### src/rtl/octdrv_pkg.sv
package octdrv_pkg;
    localparam int NCH     = 8;
    localparam int SHORT_W = 8;
    localparam int LONG_W  = 16;
    localparam int CODE_W  = 4;
    localparam int CNT_W   = $clog2(LONG_W);

    typedef enum logic [1:0] {
        ST_IDLE,
        ST_XFER,
        ST_COMMIT
    } link_state_t;

    // protection code carried by a long command: {P2, P1, P0, nP0}
    function automatic logic [CODE_W-1:0] cmd_code(input logic [NCH-1:0] d);
        logic p0, p1, p2;
        p0 = ^d;
        p1 = d[1] ^ d[3] ^ d[5] ^ d[7];
        p2 = d[0] ^ d[2] ^ d[4] ^ d[6];
        return {p2, p1, p0, ~p0};
    endfunction

    // protection code carried by a long status frame
    function automatic logic [CODE_W-1:0] stat_code(input logic [NCH-1:0] f,
                                                    input logic fbok,
                                                    input logic tw,
                                                    input logic pc,
                                                    input logic pg);
        logic p0, p1, p2;
        p0 = ^f;
        p1 = pc ^ fbok ^ f[1] ^ f[3] ^ f[5] ^ f[7];
        p2 = pg ^ tw ^ f[0] ^ f[2] ^ f[4] ^ f[6];
        return {p2, p1, p0, ~p0};
    endfunction
endpackage

### src/rtl/octdrv_shreg.sv
module octdrv_shreg
    import octdrv_pkg::*;
(
    input  logic              clk,
    input  logic              rst_n,
    input  logic              load,
    input  logic [LONG_W-1:0] load_val,
    input  logic              active,
    input  logic              mode16,
    input  logic              rise,
    input  logic              fall,
    input  logic              mosi,
    output logic [LONG_W-1:0] sr,
    output logic              miso_bit,
    output logic              len_ok
);
    logic [CNT_W-1:0] cnt;
    logic [CNT_W-1:0] last_idx;
    logic             seen;
    logic             mosi_s;

    assign last_idx = mode16 ? CNT_W'(LONG_W - 1) : CNT_W'(SHORT_W - 1);

    always_ff @(posedge clk or negedge rst_n) begin
        if (!rst_n) begin
            cnt    <= '0;
            seen   <= 1'b0;
            mosi_s <= 1'b0;
        end else if (load) begin
            cnt    <= '0;
            seen   <= 1'b0;
        end else if (active && rise) begin
            mosi_s <= mosi;
            seen   <= 1'b1;
            cnt    <= (cnt == last_idx) ? '0 : cnt + 1'b1;
        end
    end

    always_ff @(posedge clk or negedge rst_n) begin
        if (!rst_n)
            sr <= '0;
        else if (load)
            sr <= load_val;
        else if (active && fall)
            sr <= {sr[LONG_W-2:0], mosi_s};
    end

    assign miso_bit = mode16 ? sr[LONG_W-1] : sr[SHORT_W-1];
    assign len_ok   = seen && (cnt == '0);

    // the edge count never leaves the range of the short frame in short mode
    p_cnt_range_r3: assert property (@(posedge clk) disable iff (!rst_n)
        (!mode16) |-> (cnt < CNT_W'(SHORT_W)));
endmodule

### src/rtl/octdrv_frame_chk.sv
module octdrv_frame_chk
    import octdrv_pkg::*;
(
    input  logic              mode16,
    input  logic              len_ok,
    input  logic [LONG_W-1:0] sr,
    output logic [NCH-1:0]    cmd,
    output logic              frame_ok
);
    logic code_ok;

    assign cmd     = mode16 ? sr[LONG_W-1 -: NCH] : sr[NCH-1:0];
    assign code_ok = !mode16 || (sr[CODE_W-1:0] == cmd_code(sr[LONG_W-1 -: NCH]));
    assign frame_ok = len_ok && code_ok;
endmodule

### src/rtl/octdrv_ctl.sv
module octdrv_ctl
    import octdrv_pkg::*;
(
    input  logic              clk,
    input  logic              rst_n,
    input  logic              ss_fall,
    input  logic              ss_rise,
    input  logic              frame16,
    input  logic              frame_ok,
    input  logic              len_ok,
    input  logic [NCH-1:0]    cmd,
    input  logic [NCH-1:0]    ovt_in,
    input  logic              temp_warn,
    input  logic              supply_good,
    input  logic              fb_good,
    output logic              load,
    output logic [LONG_W-1:0] load_val,
    output logic              active,
    output logic              commit,
    output logic              mode_q,
    output logic [NCH-1:0]    ch_en,
    output logic              pc_err
);
    link_state_t    state, state_nx;
    logic [NCH-1:0] ovt_lat;
    logic [NCH-1:0] snap;
    logic           fb_ok;

    always_ff @(posedge clk or negedge rst_n) begin
        if (!rst_n)
            state <= ST_IDLE;
        else
            state <= state_nx;
    end

    always_comb begin
        state_nx = state;
        load     = 1'b0;
        active   = 1'b0;
        commit   = 1'b0;
        unique case (state)
            ST_IDLE: begin
                if (ss_fall) begin
                    load     = 1'b1;
                    state_nx = ST_XFER;
                end
            end
            ST_XFER: begin
                active = 1'b1;
                if (ss_rise)
                    state_nx = ST_COMMIT;
            end
            ST_COMMIT: begin
                commit   = 1'b1;
                state_nx = ST_IDLE;
            end
            default: state_nx = ST_IDLE;
        endcase
    end

    assign snap = ovt_lat | ovt_in;

    always_comb begin
        if (frame16)
            load_val = {snap, fb_ok, temp_warn, pc_err, supply_good,
                        stat_code(snap, fb_ok, temp_warn, pc_err, supply_good)};
        else
            load_val = {{(LONG_W-NCH){1'b0}}, snap};
    end

    always_ff @(posedge clk or negedge rst_n) begin
        if (!rst_n) begin
            ovt_lat <= '0;
            ch_en   <= '0;
            pc_err  <= 1'b0;
            fb_ok   <= 1'b0;
            mode_q  <= 1'b0;
        end else begin
            ovt_lat <= commit ? ovt_in : snap;
            if (load)
                mode_q <= frame16;
            if (commit) begin
                pc_err <= ~frame_ok;
                if (frame_ok)
                    ch_en <= cmd;
            end
            if (!fb_good)
                fb_ok <= 1'b0;
            else if (commit && frame_ok)
                fb_ok <= 1'b1;
        end
    end

    // enables move only while judging a frame
    p_chen_hold_r1: assert property (@(posedge clk) disable iff (!rst_n)
        (state != ST_COMMIT) |=> $stable(ch_en));

    // a frame of wrong length always reports a parity/length error
    p_len_flag_r3: assert property (@(posedge clk) disable iff (!rst_n)
        (commit && !len_ok) |=> pc_err);

    // latched flags never drop outside the commit cycle
    p_lat_hold_r6: assert property (@(posedge clk) disable iff (!rst_n)
        (state != ST_COMMIT) |=> ((ovt_lat & $past(ovt_lat)) == $past(ovt_lat)));

    // feedback loss clears the good bit on the next clock
    p_fbok_drop_r8: assert property (@(posedge clk) disable iff (!rst_n)
        (!fb_good) |=> !fb_ok);
endmodule

### src/rtl/octdrv_spi_ctl.sv
module octdrv_spi_ctl
    import octdrv_pkg::*;
(
    input  logic           clk,
    input  logic           rst_n,
    input  logic           frame16,
    input  logic           ss_n,
    input  logic           sclk,
    input  logic           mosi,
    output logic           miso,
    output logic           miso_oe,
    input  logic [NCH-1:0] ovt_in,
    input  logic           temp_warn,
    input  logic           supply_good,
    input  logic           fb_good,
    output logic [NCH-1:0] ch_en,
    output logic           fault_n
);
    logic              ss_q, sclk_q;
    logic              ss_fall, ss_rise, sck_rise, sck_fall;
    logic              load, active, commit, mode_q, pc_err;
    logic              len_ok, frame_ok, miso_bit;
    logic [LONG_W-1:0] load_val, sr;
    logic [NCH-1:0]    cmd;

    always_ff @(posedge clk or negedge rst_n) begin
        if (!rst_n) begin
            ss_q   <= 1'b1;
            sclk_q <= 1'b0;
        end else begin
            ss_q   <= ss_n;
            sclk_q <= sclk;
        end
    end

    assign ss_fall  = ss_q & ~ss_n;
    assign ss_rise  = ~ss_q & ss_n;
    assign sck_rise = sclk & ~sclk_q;
    assign sck_fall = ~sclk & sclk_q;

    octdrv_ctl u_ctl (
        .clk(clk), .rst_n(rst_n), .ss_fall(ss_fall), .ss_rise(ss_rise),
        .frame16(frame16), .frame_ok(frame_ok), .len_ok(len_ok), .cmd(cmd),
        .ovt_in(ovt_in), .temp_warn(temp_warn), .supply_good(supply_good),
        .fb_good(fb_good), .load(load), .load_val(load_val), .active(active),
        .commit(commit), .mode_q(mode_q), .ch_en(ch_en), .pc_err(pc_err)
    );

    octdrv_shreg u_shreg (
        .clk(clk), .rst_n(rst_n), .load(load), .load_val(load_val),
        .active(active), .mode16(mode_q), .rise(sck_rise), .fall(sck_fall),
        .mosi(mosi), .sr(sr), .miso_bit(miso_bit), .len_ok(len_ok)
    );

    octdrv_frame_chk u_chk (
        .mode16(mode_q), .len_ok(len_ok), .sr(sr), .cmd(cmd), .frame_ok(frame_ok)
    );

    assign miso_oe = active;
    assign miso    = active & miso_bit;
    assign fault_n = ~((|ovt_in) | pc_err);

    // output stays quiet while slave select is held high
    p_oe_quiet_r9: assert property (@(posedge clk) disable iff (!rst_n)
        (ss_n && $past(ss_n)) |-> !miso_oe);

    // an accepted frame releases the fault unless a channel is hot
    p_fault_release_r7: assert property (@(posedge clk) disable iff (!rst_n)
        (commit && frame_ok) |=> (fault_n || (|ovt_in)));
endmodule

### config.mk
export PLATFORM = sky130hd
export DESIGN_NAME = octdrv_spi_ctl
export DESIGN_NICKNAME = d
export VERILOG_FILES = /design/src/rtl/octdrv_pkg.sv /design/src/rtl/octdrv_shreg.sv /design/src/rtl/octdrv_frame_chk.sv /design/src/rtl/octdrv_ctl.sv /design/src/rtl/octdrv_spi_ctl.sv
export SDC_FILE = /design/constraint.sdc
export NUM_CORES = 1
export LEC_CHECK = 0
export ABC_AREA = 1
export BUFFER_PORTS_ARGS = -buffer_cell sky130_fd_sc_hd__buf_2
export CORE_UTILIZATION = 59
export DETAILED_ROUTE_END_ITERATION = 12
export GPL_TIMING_DRIVEN = 0
export PLACE_DENSITY = 0.8
export SYNTH_ARGS = -nofsm -noshare
export SYNTH_HDL_FRONTEND = slang
export SYNTH_SLANG_ARGS = --single-unit
### constraint.sdc
create_clock -name clk -period 1.63 [get_ports clk]
set_input_delay 0.0815 -clock clk [delete_from_list [all_inputs] [get_ports clk]]
set_output_delay 0.0815 -clock clk [all_outputs]
set_load 0.01 [all_outputs]
==> Flow_metrics.wiki <==
{| class="wikitable"
! Metric !! Value
|-
| Status || complete, no violations
|-
| Critical setup path kind || reg -> reg
|-
| Kind of launch point of the worst setup path || flop
|-
| Number of input and output port buffers inserted || 27
|-
| Adder-cell area share of the yosys netlist || 0.921%
|-
| Number of sinks handled by clock tree synthesis || 45
|-
| Crit path required time || 1.88 ns
|-
| Combinational share of power || 49.7%
|-
| Average wire per standard cell || 13.3 µm
|-
| Routed vias || 2721
|-
| Post-route fraction of the period consumed by the critical path || 98.5%
|-
| Classification of the worst-slack hold path || in -> reg
|-
| Least-Margin Pin Slew || 0.978 ns
|-
| Insertion delay of the later-clocked pin in the worst-skew pair || 0.31 ns
|-
| Sequential cell fraction of total power || 35.9%
|-
| Critical Path Slowest Stage Cell || dfrtp_2
|-
| Number of top-level design ports || 28
|-
| Vias in the first global route || 2466
|-
| Largest stage delay on the critical path || 0.45 ns
|-
| Most area-hungry cell type in the Yosys netlist || dfrtp_1
|-
| Max Clock Freq || 623 MHz
|-
| Final design instance area without fill || 0.00338 mm²
|-
| Worst path setup slack after routing || 0.0245 ns
|-
| Maximum number of pins on one net before global-route repair || 46
|-
| Compound-cell area share of the yosys netlist || 13.4%
|-
| Area of the core || 0.00438 mm²
|-
| Power consumption || 0.00513 W
|-
| Global router's overall resource usage || 26.9%
|-
| Switching power as a share of total power || 43.7%
|-
| CTS tree || built
|-
| Count of antenna-violating nets left after detailed routing || 0
|-
| Syn. warnings || 0
|-
| DIE AREA || 0.00488 mm²
|-
| Top cell type's share of synthesized area || 40.5%
|-
| Tightest slew margin relative to the limit || 34.8%
|-
| Synth Net Count || 405
|-
| Area fraction in and, or, nand and nor cells after synthesis || 31.8%
|-
| Worst IR Drop VDD || 0.657 mV
|-
| Register area share after synthesis || 41.5%
|-
| RSZ-0062 raised after global routing || yes
|-
| Part of the total power dissipated in the clock network || 14.4%
|-
| Number of antenna violations at the first check in global routing || 0
|-
| Power density relative to cell area || 1520 mW/mm²
|-
| Final core area utilization || 77.2%
|-
| Effective utilization at floorplan || 62.0%
|-
| Share of post-route cells with drive strength above 1 || 25.5%
|-
| Worst path cell trace || buf_6 -> nand2_2 -> nand2_1 -> nand2_1 -> nand2_1 -> nand2_1 -> nand2_1 -> nor2_2 -> nand2_2 -> buf_4 -> nand2_2 -> nand3_1 -> nand2_1
|-
| Post-layout net count || 465
|-
| Syn_area_per_cell || 7.04 µm²
|-
| Largest family of logic cells by synthesized area || simple AND/OR/NAND/NOR gates
|-
| Max Fanout on Critical Path || 4
|-
| Worst-path clk slew || 0.09 ns
|-
| Routed wire length || 6.61 mm
|-
| Detailed-routing iteration count for the pre-antenna-repair pass || 5
|-
| Max clock buf depth || 2
|-
| Period minus WS final || 1.61 ns
|-
| Most area-consuming cells after synthesis || dfrtp_1 (41%), nand2_1 (20%), o21ai_0 (7.6%)
|-
| Num rows || 24
|-
| Final number of setup-violating endpoints || 0
|-
| Max_cap viols || 0
|-
| Area growth syn-to-layout || 24.5%
|-
| DRT iter0 DRCs || 159
|-
| Number of design rule violations left after detail routing || 0
|-
| Placed inst area || 0.00292 mm²
|-
| Hpwl dp || 4.49 mm
|-
| Wire length of the first global-routing pass || 10.5 mm
|-
| Layout Skew || 0.0107 ns
|-
| Clock root cell || clkbuf_8
|-
| Number of slew-limit violations in the final report || 0
|-
| Critical path capture point type || flop
|-
| Net switching power || 0.00224 W
|-
| Pre-CTS worst setup slack || -0.0651 ns
|-
| Arrival time reported for the critical path endpoint || 1.86 ns
|-
| Number of antenna repair diodes || 0
|-
| Proportion of synthesized area in mux cells || 0%
|-
| Global route total overflow || 0
|-
| Cell area after synthesis || 0.00272 mm²
|-
| Register bit total from synthesis || 45
|-
| Post-synth cell types || 33
|-
| Number of buffers created by CTS || 5
|-
| Final RePlAce weighted congestion || 0.857
|-
| Via/cell ratio || 5.45
|-
| Library cell appearing most often on the critical path || nand2_1
|-
| Power Internal || 0.00289 W
|-
| Number of H-tree levels || 2
|-
| Cell count after synthesis || 386
|-
| Vert. Die Dim || 69.9 µm
|-
| Leakage || 1.74 nW
|-
| Width of the die || 69.9 µm
|-
| Endpoints failing hold || 0
|-
| Area share of xor/xnor cells in the synthesized design || 3.87%
|}
critical path, delay by kind of cell, from the launching register on:
kind | cells | cell delay (ns)
simple gates | 11 | 0.82
flops | 1 | 0.45
buf+inv | 2 | 0.29
metal layers:
layer | up-vias | global-route usage [%] | wire length, µm
met3 | 17 | 5.19 | 362
met5 | - | 0 | 0
met4 | 0 | 11.6 | 145
met2 | 104 | 44.8 | 3370
met1 | 1258 | 34.4 | 2730
li1 | 1342 | - | -
timing repair:
| item | 4_1_cts | 5_1_grt |
|---|---|---|
| buffers inserted | 0 | 19 |
| pin swaps | 0 | 14 |
| hold buffers | 5 | 0 |
| hold endpoints to repair | 48 | 0 |
| cloned | 0 | 2 |
| endpoints found under the setup margin | 11 | 27 |
| resized for setup | 3 | 61 |
state kept, by name (all words and copies together), names as in the netlist:
name	flops
u_shreg.sr	16
u_ctl.ch_en	8
u_ctl.ovt_lat	8
u_shreg.cnt	4
u_ctl.state	2
sclk_q	1
ss_q	1
u_ctl.fb_ok	1
u_ctl.mode_q	1
u_ctl.pc_err	1
u_shreg.mosi_s	1
u_shreg.seen	1
synth_stat cells:
cell      count
clkbuf_1      4
nor2_4        3
nor2_2        2
nand2_4       2
inv_2         6
nand3b_1      3
buf_4         1
a31oi_1       1
nor2_1       17
nor3_1        2
o21a_1        1
dfstp_2       1
nand4_1       1
a221oi_1      1
o22ai_1       9
nand2_1     143
o21ai_0      41
dfrtp_1      44
xor2_1        3
ha_1          2
o211ai_1      1
nand2_2       2
o21ai_1       2
inv_1        46
clkinv_1      1
a21oi_1      11
xnor2_1       9
a21oi_2       1
nor3_2        2
buf_2         2
nand3_1      20
nor3_4        1
or2_1         1
final timing paths:
kind | start | to | slack [ns] | depth (start not counted)
max | u_shreg.sr[8] | u_ctl.ch_en[1] | 0.02 | 13
min | ovt_in[2] | u_ctl.ovt_lat[2] | 0.006 | 3
max reg2reg | u_shreg.sr[8] | u_ctl.ch_en[1] | 0.02 | 13
min reg2reg | u_shreg.mosi_s | u_shreg.mosi_s | 0.48 | 2
max in group asynchronous | rst_n | u_shreg.sr[9] | 0.49 | 2
min in group asynchronous | rst_n | u_ctl.ch_en[7] | 0.46 | 2
power by group through the flow:
stage | logic [W] | registers, W | clock network [W]
6_report | 0.00255 | 0.00184 | 0.000740
5_1_grt | 0.00287 | 0.00189 | 0.000784
4_1_cts | 0.00203 | 0.00179 | 0.000739
3_5_place_dp | 0.00201 | 0.00181 | 0
3_3_place_gp | 0.00194 | 0.00179 | 0
2_1_floorplan | 0.00151 | 0.00177 | 0
cell usage in the layout, fill, tap and decap left out, drive strengths merged:
cell type	count
clkbuf	9
inv	53
or2	1
xor2	3
clkinvlp	1
dfrtp	44
ha	2
a21oi	12
nand3	20
o21ai	43
o21a	1
o211ai	1
dlygate4sd3	5
nor3	5
o22ai	9
nand3b	3
a221oi	1
nand2	149
nor2	22
xnor2	9
nand4	1
a31oi	1
buf	51
dfstp	1
cell families (layout without fill, tap and decap cells):
kind of cell / after synthesis / after routing
compound gates: 68 / 68
fa+ha+maj: 2 / 2
buf+inv: 60 / 119
simple gates: 199 / 201
xor+xnor: 12 / 12
flops: 45 / 45
cell type report:
| type | count | area (µm²) |
|---|---|---|
| Multi-Input combinational cell | 283 | 1480 |
| Sequential cell | 45 | 1130 |
| Fill cell | 306 | 1000 |
| Timing Repair Buffer | 51 | 352 |
| Inverter | 53 | 206 |
| Clock buffer | 7 | 86.3 |
| Tap cell | 52 | 65.1 |
| Buffer | 7 | 55.1 |
| Clock inverter | 1 | 7.51 |
per-stage QoR:
stage          instances  hold slack (ns)  setup TNS, ns
2_1_floorplan        386           -0.214              0
6_report             499          0.00629              0
3_3_place_gp         465            0.198         -0.178
5_1_grt              499           0.0312          -1.31
3_5_place_dp         465            0.202         -0.209
4_1_cts              478          0.00702              0
Note: power is estimated with default switching activity, not from simulation.
